### src/rtl/ssu_pkg.sv
package ssu_pkg;

   typedef enum logic [2:0] {
      OP_PUSHB = 3'd0,
      OP_PUSHW = 3'd1,
      OP_PULLB = 3'd2,
      OP_PULLW = 3'd3,
      OP_CALL  = 3'd4,
      OP_RET   = 3'd5,
      OP_BRK   = 3'd6,
      OP_RTI   = 3'd7
   } ssu_op_e;

   typedef enum logic [3:0] {
      ST_IDLE,
      ST_WHI,
      ST_WLO,
      ST_WST,
      ST_VLO,
      ST_VHI,
      ST_RST,
      ST_RLO,
      ST_RHI
   } ssu_state_e;

   typedef struct packed {
      logic n;
      logic v;
      logic b;
      logic d;
      logic i;
      logic z;
      logic c;
   } ssu_flags_t;

   function automatic logic [7:0] flags_pack(input ssu_flags_t f);
      return {f.n, f.v, 1'b1, f.b, f.d, f.i, f.z, f.c};
   endfunction

   function automatic ssu_flags_t flags_unpack(input logic [7:0] s);
      ssu_flags_t f;
      f.c = s[0];
      f.z = s[1];
      f.i = s[2];
      f.d = s[3];
      f.b = s[4];
      f.v = s[6];
      f.n = s[7];
      return f;
   endfunction

   function automatic logic is_write_state(input ssu_state_e s);
      return (s == ST_WHI) || (s == ST_WLO) || (s == ST_WST);
   endfunction

   function automatic logic is_pull_state(input ssu_state_e s);
      return (s == ST_RST) || (s == ST_RLO) || (s == ST_RHI);
   endfunction

endpackage

### src/rtl/ssu_seq.sv
module ssu_seq
   import ssu_pkg::*;
(
   input  logic       clk,
   input  logic       rst_n,
   input  logic       req_valid,
   input  ssu_op_e    req_op,
   output ssu_state_e state,
   output ssu_op_e    op_q,
   output logic       vec_brk,
   output logic       busy,
   output logic       done,
   output logic       accept
);

   ssu_state_e first_st;
   ssu_state_e nxt;

   assign busy   = (state != ST_IDLE);
   assign accept = req_valid && !busy;

   always_comb begin
      case (req_op)
         OP_PUSHB:                   first_st = ST_WLO;
         OP_PUSHW, OP_CALL, OP_BRK:  first_st = ST_WHI;
         OP_RTI:                     first_st = ST_RST;
         default:                    first_st = ST_RLO;
      endcase
   end

   always_comb begin
      case (state)
         ST_IDLE: nxt = accept ? first_st : ST_IDLE;
         ST_WHI:  nxt = ST_WLO;
         ST_WLO:  nxt = (op_q == OP_BRK) ? ST_WST : ST_IDLE;
         ST_WST:  nxt = ST_VLO;
         ST_VLO:  nxt = ST_VHI;
         ST_RST:  nxt = ST_RLO;
         ST_RLO:  nxt = (op_q == OP_PULLB) ? ST_IDLE : ST_RHI;
         default: nxt = ST_IDLE;
      endcase
   end

   always_ff @(posedge clk) begin
      if (!rst_n) begin
         state   <= ST_VLO;
         op_q    <= OP_PUSHB;
         vec_brk <= 1'b0;
         done    <= 1'b0;
      end else begin
         state <= nxt;
         done  <= busy && (nxt == ST_IDLE);
         if (accept) begin
            op_q    <= req_op;
            vec_brk <= (req_op == OP_BRK);
         end
      end
   end

endmodule

### src/rtl/ssu_stack_ptr.sv
module ssu_stack_ptr
   import ssu_pkg::*;
#(
   parameter int                  ADDR_W     = 16,
   parameter logic [ADDR_W-9:0]   STACK_PAGE = 1,
   parameter logic [ADDR_W-1:0]   VEC_RESET  = 16'hFFFC,
   parameter logic [ADDR_W-1:0]   VEC_BREAK  = 16'hFFFE,
   parameter logic [7:0]          SP_INIT    = 8'hFF
)(
   input  logic              clk,
   input  logic              rst_n,
   input  ssu_state_e        state,
   input  logic              vec_brk,
   output logic [ADDR_W-1:0] addr,
   output logic [7:0]        sp
);

   logic [7:0]        sp_up;
   logic [ADDR_W-1:0] vec_base;

   assign sp_up    = sp + 8'd1;
   assign vec_base = vec_brk ? VEC_BREAK : VEC_RESET;

   always_comb begin
      if (is_pull_state(state))
         addr = {STACK_PAGE, sp_up};
      else if (state == ST_VLO)
         addr = vec_base;
      else if (state == ST_VHI)
         addr = vec_base + ADDR_W'(1);
      else
         addr = {STACK_PAGE, sp};
   end

   always_ff @(posedge clk) begin
      if (!rst_n)
         sp <= SP_INIT;
      else if (is_write_state(state))
         sp <= sp - 8'd1;
      else if (is_pull_state(state))
         sp <= sp_up;
   end

endmodule

### src/rtl/ssu_status.sv
module ssu_status
   import ssu_pkg::*;
(
   input  logic       clk,
   input  logic       rst_n,
   input  logic       host_we,
   input  logic [7:0] host_byte,
   input  logic       pull_we,
   input  logic [7:0] pull_byte,
   input  logic       set_brk,
   output logic [7:0] status_byte
);

   ssu_flags_t flags;

   assign status_byte = flags_pack(flags);

   always_ff @(posedge clk) begin
      if (!rst_n)
         flags <= '{b: 1'b1, default: 1'b0};
      else if (pull_we)
         flags <= flags_unpack(pull_byte);
      else if (set_brk)
         flags.b <= 1'b1;
      else if (host_we)
         flags <= flags_unpack(host_byte);
   end

endmodule

### src/rtl/stack_status_unit.sv
module stack_status_unit
   import ssu_pkg::*;
#(
   parameter int                  ADDR_W     = 16,
   parameter logic [ADDR_W-9:0]   STACK_PAGE = 1,
   parameter logic [ADDR_W-1:0]   VEC_RESET  = 16'hFFFC,
   parameter logic [ADDR_W-1:0]   VEC_BREAK  = 16'hFFFE,
   parameter logic [7:0]          SP_INIT    = 8'hFF
)(
   input  logic              clk,
   input  logic              rst_n,
   input  logic              req_valid,
   input  logic [2:0]        req_op,
   input  logic [15:0]       req_data,
   input  logic              flags_we,
   input  logic [7:0]        flags_wdata,
   output logic [ADDR_W-1:0] mem_addr,
   output logic [7:0]        mem_wdata,
   output logic              mem_we,
   input  logic [7:0]        mem_rdata,
   output logic              busy,
   output logic              done,
   output logic [15:0]       result,
   output logic [7:0]        sp,
   output logic [7:0]        status
);

   localparam int WORD_W = 16;

   generate
      if (ADDR_W < 9 || ADDR_W > 32) begin : g_bad_addr_w
         $error("stack_status_unit: ADDR_W must be within 9..32");
      end
      if (VEC_RESET[0] || VEC_BREAK[0]) begin : g_bad_vec
         $error("stack_status_unit: vectors must be even addresses");
      end
   endgenerate

   ssu_state_e        state;
   ssu_op_e           op_q;
   logic              vec_brk;
   logic              accept;
   logic [WORD_W-1:0] wd;
   ssu_op_e           op_in;

   assign op_in = ssu_op_e'(req_op);

   ssu_seq u_seq (
      .clk     (clk),
      .rst_n   (rst_n),
      .req_valid(req_valid),
      .req_op  (op_in),
      .state   (state),
      .op_q    (op_q),
      .vec_brk (vec_brk),
      .busy    (busy),
      .done    (done),
      .accept  (accept)
   );

   ssu_stack_ptr #(
      .ADDR_W    (ADDR_W),
      .STACK_PAGE(STACK_PAGE),
      .VEC_RESET (VEC_RESET),
      .VEC_BREAK (VEC_BREAK),
      .SP_INIT   (SP_INIT)
   ) u_sp (
      .clk    (clk),
      .rst_n  (rst_n),
      .state  (state),
      .vec_brk(vec_brk),
      .addr   (mem_addr),
      .sp     (sp)
   );

   ssu_status u_status (
      .clk        (clk),
      .rst_n      (rst_n),
      .host_we    (flags_we && !busy),
      .host_byte  (flags_wdata),
      .pull_we    (state == ST_RST),
      .pull_byte  (mem_rdata),
      .set_brk    ((state == ST_VHI) && (op_q == OP_BRK) && vec_brk),
      .status_byte(status)
   );

   assign mem_we = is_write_state(state);

   always_comb begin
      case (state)
         ST_WHI:  mem_wdata = wd[15:8];
         ST_WLO:  mem_wdata = wd[7:0];
         ST_WST:  mem_wdata = status;
         default: mem_wdata = 8'h00;
      endcase
   end

   always_ff @(posedge clk) begin
      if (!rst_n) begin
         wd <= '0;
      end else if (accept) begin
         case (op_in)
            OP_CALL:  wd <= req_data - WORD_W'(1);
            OP_BRK:   wd <= req_data + WORD_W'(1);
            OP_PUSHB: wd <= {8'h00, req_data[7:0]};
            default:  wd <= req_data;
         endcase
      end
   end

   always_ff @(posedge clk) begin
      if (!rst_n) begin
         result <= '0;
      end else begin
         case (state)
            ST_RLO, ST_VLO: result <= {8'h00, mem_rdata};
            ST_RHI:         result <= {mem_rdata, result[7:0]}
                                      + WORD_W'(op_q == OP_RET);
            ST_VHI:         result <= {mem_rdata, result[7:0]};
            default:        result <= result;
         endcase
      end
   end

endmodule

### config.mk
export PLATFORM = sky130hd
export DESIGN_NAME = stack_status_unit
export DESIGN_NICKNAME = d
export VERILOG_FILES = /design/src/rtl/ssu_pkg.sv /design/src/rtl/ssu_seq.sv /design/src/rtl/ssu_stack_ptr.sv /design/src/rtl/ssu_status.sv /design/src/rtl/stack_status_unit.sv
export SDC_FILE = /design/constraint.sdc
export NUM_CORES = 1
export LEC_CHECK = 0
export BUFFER_PORTS_ARGS = -buffer_cell sky130_fd_sc_hd__buf_2
export CAP_MARGIN = 40
export CELL_PAD_IN_SITES_DETAIL_PLACEMENT = 2
export CELL_PAD_IN_SITES_GLOBAL_PLACEMENT = 2
export CORE_MARGIN = 2
export CORE_UTILIZATION = 33
export CTS_BUF_LIST = sky130_fd_sc_hd__clkbuf_4
export DETAILED_ROUTE_END_ITERATION = 8
export GPL_TIMING_DRIVEN = 0
export PLACE_DENSITY = 0.89
export SLEW_MARGIN = 20
export SYNTH_ARGS = -nofsm -noshare
export SYNTH_HDL_FRONTEND = slang
export SYNTH_SLANG_ARGS = --single-unit
### constraint.sdc
create_clock -name clk -period 5.28 [get_ports clk]
set_clock_uncertainty 0.15 [all_clocks]
set_input_delay 0.264 -clock clk [delete_from_list [all_inputs] [get_ports clk]]
set_output_delay 0.264 -clock clk [all_outputs]
set_load 0.01 [all_outputs]
==> impl_metrics.yaml <==
global_route:
  grt_pass1_wl_um: 27100
  overflow: 0
  antenna_found_initial: 1
  grt_max_degree: 16
  grt_pass1_vias: 5110
  grt_use_total_pct: 25.9
worst_setup_path:
  crit_top_cell: "clkbuf_1"
  r2r_cells: 10
  crit_chain: "clkbuf_1, inv_1, nor2_1, clkbuf_1, nand2_1, ha_1, clkbuf_1, a21oi_1, o21ai_0, a21o_1, a21oi_1, o21ai_0, mux2_2"
  cp-start-kind: "input pin"
  worstPathRequired_ns: 5.45
  end_kind: "flip-flop"
  ff2ff_setup_slack_ns: 2.45
  critPathMaxFanout: 15
  worst_path_max_delay_cell: "nor2_1"
  cp_top_family: "buffers and inverters"
  cp.arrival_ns: 4.52
  worstReg2RegEnd: "result[12]$_SDFFE_PN0P_"
  cpPeakStageDelay_ns: 0.64
  cp.buffers_inverters: 4
  path_class: "in -> reg"
  cp.depth: 13
  r2r_start: "u_seq.op_q[2]$_SDFFE_PN0N_"
synthesis:
  synth-edff-count: 0
  synth_ff_type: "dfxtp_1"
  yosysSeqAreaShare_pct: 27.4
  synthCells: 557
  synthTopCellsByArea: "dfxtp_1 27%, nand2_1 7.1%, o21ai_0 5.9%"
  synth_top_area_cell: "dfxtp_1"
  avgSynthCellArea_um2: 7.34
  synth_seq_cells: 56
  synth.distinct_cells: 59
  synth_top_area_share_pct: 27.4
  netlist_area_um2: 4090
  yosys_warnings: 0
  async_flop_share_pct: 0
clock_network:
  cts_tree: "built"
  insertion_delay_ns: 0.41
  clk_pin_slew_ns: 0.17
  postCtsSetupBuffers: 0
  h-tree-depth: 2
  clk_path_buf_depth: 2
  cts_num_sinks: 56
  cts_root_buf: "clkbuf_4"
  cts_buffers: 5
drt:
  vias: 4784
  drc: 0
  wl_per_cell_um: 20.2
  detail-route-antenna-nets: 0
  vias_per_cell: 5.71
  wl_um: 17000
  firstDrtPassIters: 4
  drtIter0Drc: 255
finish:
  drive_above_1_share_pct: 19.4
  n_fill_cell: 1433
  layout_common_cells: "98 x buf_2, 77 x nand2_1, 56 x dfxtp_1, 52 x nor2_1, 48 x o21ai_0"
  final_common_cell: "buf_2"
  area_growth_pct: 20.5
  nNetsFinal: 727
job:
  cap_violations: 0
pwr:
  ir_worst_vdd_uv: 80.0
  p_leak_nw: 1.98
  pwr_density_cell_nw_per_um2: 268
timing:
  fin_crit_ns: 4.35
  final_hold_viol_count: 0
  slew_headroom_pct: 46.3
  finalCritPeriodShare_pct: 82.4
  rsz0062_at_grt: "false"
  setup_violations: 0
  tns_ns: 0
  final_max_slew_viol_count: 0
  setup_slack_ns: 0.929
  worstMarginPinSlew_ns: 0.803
  fmax_mhz: 230
min_path:
  hold_depth: 3
  hold_start: "req_data[8]"
  min_to: "wd[8]$_SDFFE_PN0N_"
  min_path_type: "in -> reg"
floorplanning:
  coreArea_um2: 12100
  io_pins: 98
  dieWidth_um: 115
  dieArea_um2: 13300
  die_y_um: 115
  rows: 40
  start_util_pct: 33.9
placed_design:
  gp_congestion: 0.908
  preCtsSetupSlack_ns: 0.517
  io_buffers: 92
  hpwl_um: 12800
run_status:
  status: "completed"
timing repair:
action / CTS / global route
hold buffers: 10 / 0
endpoints found under the hold margin: 9 / 0
gates resized for setup: 0 / 0
layer usage:
metal	up-vias	track usage, %	routed length (um)
met5	-	0	0
met3	19	2.95	665
met2	122	47.2	8650
met4	0	8.35	278
met1	2389	31.7	7360
li1	2254	-	-
where the power goes:
group | switching [W] | internal [W]
combinational | 0.000362 | 0.000230
clock | 0.000149 | 0.0000547
sequential | 0.0000520 | 0.000473
layout make-up:
class | count | area [um^2] | share of cell area [%]
clock buffer | 6 | 45.0 | 0.914
clock inverter | 1 | 5.00 | 0.102
multi-input combinational | 445 | 2710 | 55.1
timing repair buffer | 104 | 573 | 11.6
buffer | 45 | 213 | 4.32
inverter | 12 | 45.0 | 0.914
sequential | 56 | 1120 | 22.8
antenna | 1 | 2.50 | 0.0508
tap | 168 | 210 | 4.27
registers in the layout, indices dropped and copies added, names as in the netlist:
signal	cells
u_status.status_byte	7
u_seq.done	1
u_seq.state	4
u_sp.sp	8
wd	16
u_seq.op_q	3
result	16
u_seq.vec_brk	1
worst max-delay path by stage:
| stage | startpoint | endpoint | slack [ns] |
|---|---|---|---|
| 4_1_cts | req_op[2] | wd[15]$_SDFFE_PN0N_ | 0.96 |
| 5_1_grt | req_op[2] | wd[15]$_SDFFE_PN0N_ | 0.61 |
| 3_3_place_gp | req_op[2] | wd[15]$_SDFFE_PN0N_ | 0.76 |
| 2_1_floorplan | req_op[2] | wd[11]$_SDFFE_PN0N_ | 1.78 |
| 3_5_place_dp | req_op[2] | wd[15]$_SDFFE_PN0N_ | 0.52 |
| 6_report | req_op[2] | wd[15]$_SDFFE_PN0N_ | 0.93 |
Yosys cell counts, types with 6 or more instances:
cell and count:
o211ai_1 6, xnor2_1 15, xor2_1 7, a21oi_1 41, ha_1 18, nand2_1 77, a22oi_1 8, dfxtp_1 56
nand3_1 19, a221oi_1 6, a21o_1 6, buf_4 8, nor2_1 52, a211oi_1 7, nand2b_1 6, mux2_2 10
inv_1 12, a311oi_1 6, nand4_1 7, nor3_1 12, o21ai_0 48, clkbuf_1 28, a31oi_1 14, and3_1 11
logic make-up after synthesis:
| kind of cell | share of synthesized area, % |
|---|---|
| buffers and inverters | 6.31 |
| muxes | 3.73 |
| AOI/OAI and AO/OA | 27.6 |
| other | 0.0917 |
| adders and majority gates | 6.00 |
| xor gates and xnor gates | 4.71 |
| and+or+nand+nor | 24.1 |
| DFF | 27.4 |
per-stage QoR:
step / total power, W / area [um^2] / hold slack (ns) / instances / utilization, %
6_report: 0.00132 / 4930 / 0.0189 / 838 / 40.9
5_1_grt: 0.00141 / 4930 / 0.0152 / 838 / 40.9
4_1_cts: 0.00131 / 4910 / 0.00661 / 835 / 40.7
3_5_place_dp: 0.00111 / 4760 / 0.298 / 818 / 39.5
3_3_place_gp: 0.00107 / 4760 / 0.293 / 818 / 39.5
2_1_floorplan: 0.000892 / 4090 / 0.250 / 558 / -
worst min-delay path, cell delays in order:
cell and delay [ns]:
buf_2 0.09, a221oi_1 0.08, nor2_1 0.11
(Power assumes the default switching activity.)
